$ cat src/rtl/irqnmi_pkg.sv
package irqnmi_pkg;

    // Registered state of the NMI edge detector
    typedef struct packed {
        logic armed;   // a new falling edge may be latched
        logic pend;    // BRK cleared stage 1, waiting for line high
        logic s1;      // NMI stage 1
    } nmi_st_t;

    // Registered state of the IRQ / stage-2 core
    typedef struct packed {
        logic irq_s1;  // IRQ stage 1
        logic irq_blk; // one-cycle hold-off after BRK T6
        logic int_s2;  // pending-interrupt (stage 2)
    } core_st_t;

    localparam nmi_st_t  NMI_RST  = '{armed: 1'b1, pend: 1'b0, s1: 1'b0};
    localparam core_st_t CORE_RST = '{irq_s1: 1'b0, irq_blk: 1'b0, int_s2: 1'b0};

endpackage

$ cat src/rtl/irqnmi_line_sync.sv
module irqnmi_line_sync #(
    parameter int STAGES = 1
) (
    input  logic clk,
    input  logic rst_n,
    input  logic ph2_en,
    input  logic line_n,
    output logic act
);
    localparam int LAST = STAGES - 1;

    logic [LAST:0] sh_d, sh_q;

    always_comb begin
        sh_d = sh_q;
        if (ph2_en) begin
            sh_d[0] = ~line_n;
            for (int i = 1; i < STAGES; i++) begin
                sh_d[i] = sh_q[i-1];
            end
        end
    end

    always_ff @(posedge clk or negedge rst_n) begin
        if (!rst_n) sh_q <= '0;
        else        sh_q <= sh_d;
    end

    assign act = sh_q[LAST];
endmodule

$ cat src/rtl/irqnmi_nmi_arm.sv
module irqnmi_nmi_arm
    import irqnmi_pkg::*;
(
    input  logic clk,
    input  logic rst_n,
    input  logic ph1_en,
    input  logic nmi_act,
    input  logic brk_t0,
    output logic nmi_s1
);
    nmi_st_t st_d, st_q;

    always_comb begin
        st_d = st_q;
        if (ph1_en && brk_t0) begin
            // closing BRK cycle drops stage 1; an edge arriving now waits a cycle
            st_d.s1 = 1'b0;
            if (!st_q.armed) st_d.pend = 1'b1;
        end else if (ph1_en && st_q.armed && nmi_act) begin
            st_d.s1    = 1'b1;
            st_d.armed = 1'b0;
        end
        // re-arm once the clear happened and the line is seen inactive
        if (st_q.pend && !nmi_act) begin
            st_d.armed = 1'b1;
            st_d.pend  = 1'b0;
        end
    end

    always_ff @(posedge clk or negedge rst_n) begin
        if (!rst_n) st_q <= NMI_RST;
        else        st_q <= st_d;
    end

    assign nmi_s1 = st_q.s1;
endmodule

$ cat src/rtl/irqnmi_stager.sv
module irqnmi_stager
    import irqnmi_pkg::*;
#(
    parameter int SYNC_STAGES = 1
) (
    input  logic clk,
    input  logic rst_n,
    input  logic ph1_en,
    input  logic ph2_en,
    input  logic irq_n,
    input  logic nmi_n,
    input  logic idis_flag,
    input  logic t0_st,
    input  logic t2_st,
    input  logic is_branch,
    input  logic br_pgcross,
    input  logic brk_t6,
    input  logic brk_t0,
    input  logic rst_stage2,
    output logic force_brk,
    output logic nmi_vec_sel,
    output logic brk_bit,
    output logic set_idis
);
    logic     irq_act, nmi_act, nmi_s1;
    logic     boundary, promote;
    core_st_t st_d, st_q;

    irqnmi_line_sync #(.STAGES(SYNC_STAGES)) u_irq_sync (
        .clk(clk), .rst_n(rst_n), .ph2_en(ph2_en), .line_n(irq_n), .act(irq_act)
    );

    irqnmi_line_sync #(.STAGES(SYNC_STAGES)) u_nmi_sync (
        .clk(clk), .rst_n(rst_n), .ph2_en(ph2_en), .line_n(nmi_n), .act(nmi_act)
    );

    irqnmi_nmi_arm u_nmi_arm (
        .clk(clk), .rst_n(rst_n), .ph1_en(ph1_en), .nmi_act(nmi_act),
        .brk_t0(brk_t0), .nmi_s1(nmi_s1)
    );

    always_comb begin
        // branches end at T2, or at T0 after a page cross
        boundary = is_branch ? (t2_st || (t0_st && br_pgcross)) : t0_st;
        promote  = nmi_s1 || (st_q.irq_s1 && !idis_flag && !st_q.irq_blk);

        st_d = st_q;
        if (ph1_en) st_d.irq_s1 = irq_act;
        if (ph2_en) begin
            st_d.irq_blk = brk_t6;
            if (brk_t6)                   st_d.int_s2 = 1'b0;
            else if (boundary && promote) st_d.int_s2 = 1'b1;
        end
    end

    always_ff @(posedge clk or negedge rst_n) begin
        if (!rst_n) st_q <= CORE_RST;
        else        st_q <= st_d;
    end

    assign force_brk   = st_q.int_s2;
    assign nmi_vec_sel = nmi_s1;
    assign brk_bit     = !(st_q.int_s2 || rst_stage2);
    assign set_idis    = brk_t0 && ph1_en;
endmodule

$ cat config.mk
export PLATFORM = sky130hd
export DESIGN_NAME = irqnmi_stager
export DESIGN_NICKNAME = d
export VERILOG_FILES = /design/src/rtl/irqnmi_pkg.sv /design/src/rtl/irqnmi_line_sync.sv /design/src/rtl/irqnmi_nmi_arm.sv /design/src/rtl/irqnmi_stager.sv
export SDC_FILE = /design/constraint.sdc
export NUM_CORES = 1
export LEC_CHECK = 0
export BUFFER_PORTS_ARGS = -buffer_cell sky130_fd_sc_hd__buf_2
export CORE_AREA = 5 5 42 44
export CTS_BUF_LIST = sky130_fd_sc_hd__clkbuf_4
export DETAILED_ROUTE_END_ITERATION = 16
export DIE_AREA = 0 0 47 49
export PLACE_DENSITY_LB_ADDON = 0.08
export SLEW_MARGIN = 20
export SYNTH_ARGS = -nofsm -noshare
export SYNTH_HDL_FRONTEND = slang
export SYNTH_SLANG_ARGS = --single-unit
$ cat constraint.sdc
create_clock -name clk -period 1 [get_ports clk]
set_input_delay 0.3 -clock clk [delete_from_list [all_inputs] [get_ports clk]]
set_output_delay 0.3 -clock clk [all_outputs]
set_load 0.005 [all_outputs]
==> results of run 1 <==
stage by stage:
stage / hold slack (ns) / utilization (%)
after floorplan: 0.004409 / -
after global placement: 0.1495 / 32.68
after detailed placement: 0.1533 / 32.68
after CTS: 0.2023 / 36.79
after global routing: 0.2176 / 36.79
final: 0.2081 / 36.79
power groups by stage:
stage	Combinational (mW)	Sequential [mW]	Clock (mW)
after floorplan	0.0843	0.431	0
after global placement	0.157	0.438	0
after detailed placement	0.164	0.440	0
after CTS	0.201	0.427	0.307
after global routing	0.222	0.437	0.316
final	0.197	0.427	0.295
layout by cell type (no fill, tap or decap), drive strengths merged, types with 2 or more instances in the layout:
cell type	netlist	layout
a21oi	3	3
buf	0	21
clkbuf	0	4
dfrtp	7	7
inv	4	4
mux2	2	2
nor2	4	4
o21ai	3	3
flip-flops by register name, summed over array words and instances, names as in the netlist:
signal	flops
u_nmi_sync.act	1
u_nmi_arm.st_q	2
force_brk	1
u_nmi_arm.nmi_s1	1
st_q	2
u_irq_sync.act	1
how the worst max path moves through the flow:
stage | from | to | slack [ns]
final | force_brk | brk_bit | -0.14
after global placement | idis_flag | force_brk | -0.02
after global routing | force_brk | brk_bit | -0.20
after floorplan | st_q[1] | force_brk | 0.05
after CTS | force_brk | brk_bit | -0.15
after detailed placement | idis_flag | force_brk | -0.10
what timing repair did:
action,in CTS,in global routing
setup buffers,2,0
setup endpoints to repair,5,4
endpoints found under the hold margin,7,0
gates resized for setup,1,0
gates cloned,0,0
pin swaps,1,0
hold buffers,1,0
per-layer routing:
metal  track usage, %  vias to the layer above  part of all wire, %
met4            5.530                        0                  1.0
met5                0                        -                    0
met2            11.31                       14                   45
met3            3.321                        2                   11
li1                 -                      156                    -
met1            9.213                      141                   43
cell type report:
class	instances	area share [%]
tap	16	3.883
sequential	8	39.08
inverter	4	2.913
clock buffer	4	5.825
multi-input combinational	18	24.03
timing repair buffer	22	24.27
cell families (layout without fill, tap and decap cells):
group                  Yosys count  count (layout)  share of synthesized area [%]
buffers and inverters            4              30                          4.443
multiplexers                     3               3                          9.629
AND/OR/NAND/NOR                  6               6                          9.999
flip-flops                       8               8                          59.63
AO/OA/AOI/OAI                    9               9                          16.30
==> impl_metrics.toml, run 1 <==
[place]
dpl.cell_count = 65
place_hpwl_um = 616.8
io_buffer_count = 17
placed_area_um2 = 457.9
place_congestion = 0.7488
dpl_worst_slack_ns = -0.1007

[outcome]
run_status = "finished with violations"
violations = "setup timing"

[hold_path]
hp-start = "nmi_n"
min_to = "u_nmi_sync.act"
hold-path-cell-count = 2
min_path_type = "input port to register"

[worst_setup_path]
worst-path-buf-inv = 1
r2r_slack_ns = 0.01
worstPathRequired_ns = 0.70
critPathKind = "register to output port"
cp.arrival_ns = 0.84
crit_chain = "nor2_1 -> buf_2"
timing.rr.start = "st_q[1]"
critical_path_depth = 2
crit_path_max_incr_delay_ns = 0.39
end_kind = "output port"
crit_family = "flip-flops"
startpoint_type = "register"
r2r_end = "force_brk"
rr_worst_depth = 3
path_max_fanout = 3
slowest_stage = "dfrtp_1"

[power_and_ir_drop]
p_sw_share_pct = 25.38
seq_power_share_pct = 46.4
clkPwrFrac_pct = 32.1
p_leak_nw = 0.2690
power.internal_mw = 0.6862
peakVddDrop_mv = 0.6550
switchingPower_mw = 0.2334
report.power.total_mw = 0.9196
pwr-share-comb_pct = 21.4
power_density_mw_per_mm2 = 1784

[logic_synthesis]
synth_top_area_share_pct = 51.85
yosysMostFrequentCell = "dfrtp_1"
synth_area_leaders = "dfrtp_1 52%, dfstp_2 7.8%, mux2_2 6.7%"
ys.flop_type = "dfrtp_1"
ys_ff_latch = 8
seq_area_frac_synth_pct = 59.63
synth_common_cells = "7 x dfrtp_1, 4 x inv_1, 4 x nor2_1"
syn_inst = 30
syn_area_um2 = 337.8
synth_edf_count = 0
synth-warning-count = 0
synth_cell_types = 14
async_flop_share_pct = 100.0
syn-mean-instance-area_um2 = 11.26
synth_largest_area_cell = "dfrtp_1"
synthesis.nets = 44

[job]
drv_cap = 0

[grt]
grt_pass1_wl_mm = 1.276
antenna_found_initial = 0
track_usage_pct = 7.943
grt_overflow = 0
grt_max_degree = 9
grt_pass1_vias = 307

[timing]
rsz0062_at_grt = "true"
max-slew-margin-rel_pct = 81.10
setup_slack_ns = -0.1360
drv_slew = 0
fin_crit_ns = 1.136
worst_pin_slew_ns = 0.2835
setup_viol = 3
setup_tns_ns = -0.2728
finalHoldViolations = 0
finalClockSkew_ns = 0.01069
period_share_pct = 113.6
fmax_mhz = 880.3

[finish]
area_growth_pct = 52.59
final_cell_count_no_fill = 72
seqCellArea_um2 = 201.4
nets = 71
final_area_um2 = 515.5
diodes = 0
multiInputGateArea_um2 = 123.9
num-fill-cells = 144
drive_above_1_share_pct = 53.57

[die]
fp.dieH_um = 49
core-area_mm2 = 0.001401
die_area_mm2 = 0.002303
initial_core_util_pct = 24.11
pin_count = 18
die_w_um = 47
row_count = 14

[clocking]
cts.sinks = 8
clkTransAtPathRegs_ns = 0.06
ctsHtreeMaxLevel = 1
cts_buffer_depth = 2
clk_latency_ns = 0.26
cts-root-buf = "clkbuf_4"
tritoncts = "built"
cts_made_buffers = 3

[route]
vias = 313
antenna_violating_nets_post_route = 0
drc_errors = 0
viasPerCell = 4.347
drtPass1Iterations = 4
drt-wirelength-per-cell_um = 11.01
drt_iter0_markers = 8
postRouteWirelength_um = 793
(Power assumes the default switching activity.)
==> run 2: changes to the inputs <==
RECOVER_POWER = 25   (was not set)
==> run 2 against run 1 <==
The run still ends with setup timing left. Maximum frequency stayed put. First-iteration DRC count is the same. Sequential share of layout area rose by 0.095 points. Core utilization is 0.089 points lower. Final cell count stayed put. Global-route usage unchanged. Power is essentially flat. Hold slack did not move. Critical path type unchanged. Highest routed layer unchanged.
==> impl_metrics.toml, run 2 (same netlist as run 1, synthesis figures left out) <==
[route]
drt-wirelength-per-cell_um = 10.99
postRouteWirelength_um = 791
antenna_violating_nets_post_route = 0
vias = 313
viasPerCell = 4.347
drc_errors = 0
drt_iter0_markers = 8
drtPass1Iterations = 4

[worst_setup_path]
cp.arrival_ns = 0.84
end_kind = "output port"
crit_chain = "nor2_1 -> buf_2"
path_max_fanout = 3
worstPathRequired_ns = 0.70
crit_path_max_incr_delay_ns = 0.39
critPathKind = "register to output port"
crit_family = "flip-flops"
worst-path-buf-inv = 1
r2r_slack_ns = 0.01
slowest_stage = "dfrtp_1"
startpoint_type = "register"

[outcome]
violations = "setup timing"
run_status = "finished with violations"

[finish]
final_cell_count_no_fill = 72
area_growth_pct = 52.22
reg_top3 = "st_q x2, u_nmi_arm.st_q x2"
final_common_cell = "buf_2"
drive_above_1_share_pct = 51.79
mostFrequentLayoutCells = "16 x buf_2, 7 x dfrtp_1"
nets = 71
diodes = 0
num-fill-cells = 144

[grt]
grt_max_degree = 9
antenna_found_initial = 0
track_usage_pct = 7.943
grt_pass1_wl_mm = 1.276
gr-usage-met2_pct = 11.31
grt_use_met1_pct = 9.213
top_usage_layer = "met2"
grt_pass1_vias = 307
grt_use_met3_pct = 3.321
grt_overflow = 0

[place]
dpl_worst_slack_ns = -0.1007
io_buffer_count = 17
dpl.cell_count = 65
place_congestion = 0.7488
place_hpwl_um = 616.8

[timing]
fmax_mhz = 880.3
max-slew-margin-rel_pct = 71.38
finalHoldViolations = 0
setup_viol = 3
setup_tns_ns = -0.2727
whs_ns = 0.2081
fin_crit_ns = 1.136
period_share_pct = 113.6
rsz0062_at_grt = "true"
worst_pin_slew_ns = 0.4293
setup_slack_ns = -0.1360
drv_slew = 0
finalClockSkew_ns = 0.01069

[job]
drv_cap = 0

[die]
fp.dieH_um = 49
core-area_mm2 = 0.001401
pin_count = 18
die_w_um = 47
row_count = 14
initial_core_util_pct = 24.11
die_area_mm2 = 0.002303

[power_and_ir_drop]
report.power.total_mw = 0.9190
power_density_mw_per_mm2 = 1787
p_leak_nw = 0.2662
peakVddDrop_mv = 0.6543

[clocking]
ctsHtreeMaxLevel = 1
cts_buffer_depth = 2
cts-root-buf = "clkbuf_4"
cts_made_buffers = 3
tritoncts = "built"
clkTransAtPathRegs_ns = 0.06
cts.sinks = 8
clk_latency_ns = 0.26

[hold_path]
min_path_type = "input port to register"
## run 2: cell types whose count changed in the layout (fill, tap and decap cells not counted), sizes merged
cell and delta:
clkbuf +1, buf -1
## run 2: path summary, 6_finish.rpt
path / startpoint / end / cells after the start
min: nmi_n / u_nmi_sync.act / 2
max reg2reg: st_q[1] / force_brk / 3
max: force_brk / brk_bit / 2
max in group asynchronous: rst_n / u_nmi_arm.st_q[2] / 2
min reg2reg: u_nmi_sync.act / u_nmi_arm.st_q[2] / 1
min in group asynchronous: rst_n / force_brk / 2
## run 2: power breakdown
group | switching, mW | total [mW] | internal, mW
Combinational | 0.0833 | 0.197 | 0.113
Clock | 0.115 | 0.295 | 0.180
Sequential | 0.0347 | 0.427 | 0.392
Total | 0.233 | 0.919 | 0.686
## run 2: what timing repair did
item | in CTS | in global routing
hold endpoints to repair | 7 | 0
hold buffers | 1 | 0
endpoints found under the setup margin | 5 | 4
pin swaps | 1 | 0
buffers inserted | 2 | 0
gates resized for setup | 1 | 0
## run 2: final cells by class
| cell class | count | area [µm²] | area share [%] |
|---|---|---|---|
| well taps | 16 | 20.02 | 3.893 |
| clock buffers | 4 | 30.03 | 5.839 |
| inverters | 4 | 15.01 | 2.920 |
| multi-input cells | 18 | 123.9 | 24.09 |
| flip-flops and latches | 8 | 201.4 | 39.17 |
| repair buffers | 22 | 123.9 | 24.09 |
## run 2: layer usage
metal,vias to the layer above,share of wire (%)
li1,156,-
met1,141,42
met2,14,45
met3,2,11
met4,0,1.0
met5,-,0
## run 2: worst register-to-register path, cell delays in order (launching register included)
cell and delay [ns]:
dfrtp_1 0.38, nor3b_2 0.15, o21ai_1 0.07, a222oi_1 0.29
## run 2: through the flow
step,instance area (µm²),utilization (%)
floorplan,337.8,-
global placement,457.9,32.68
detailed placement,457.9,32.68
CTS,515.5,36.79
global route,514.2,36.70
finish,514.2,36.70
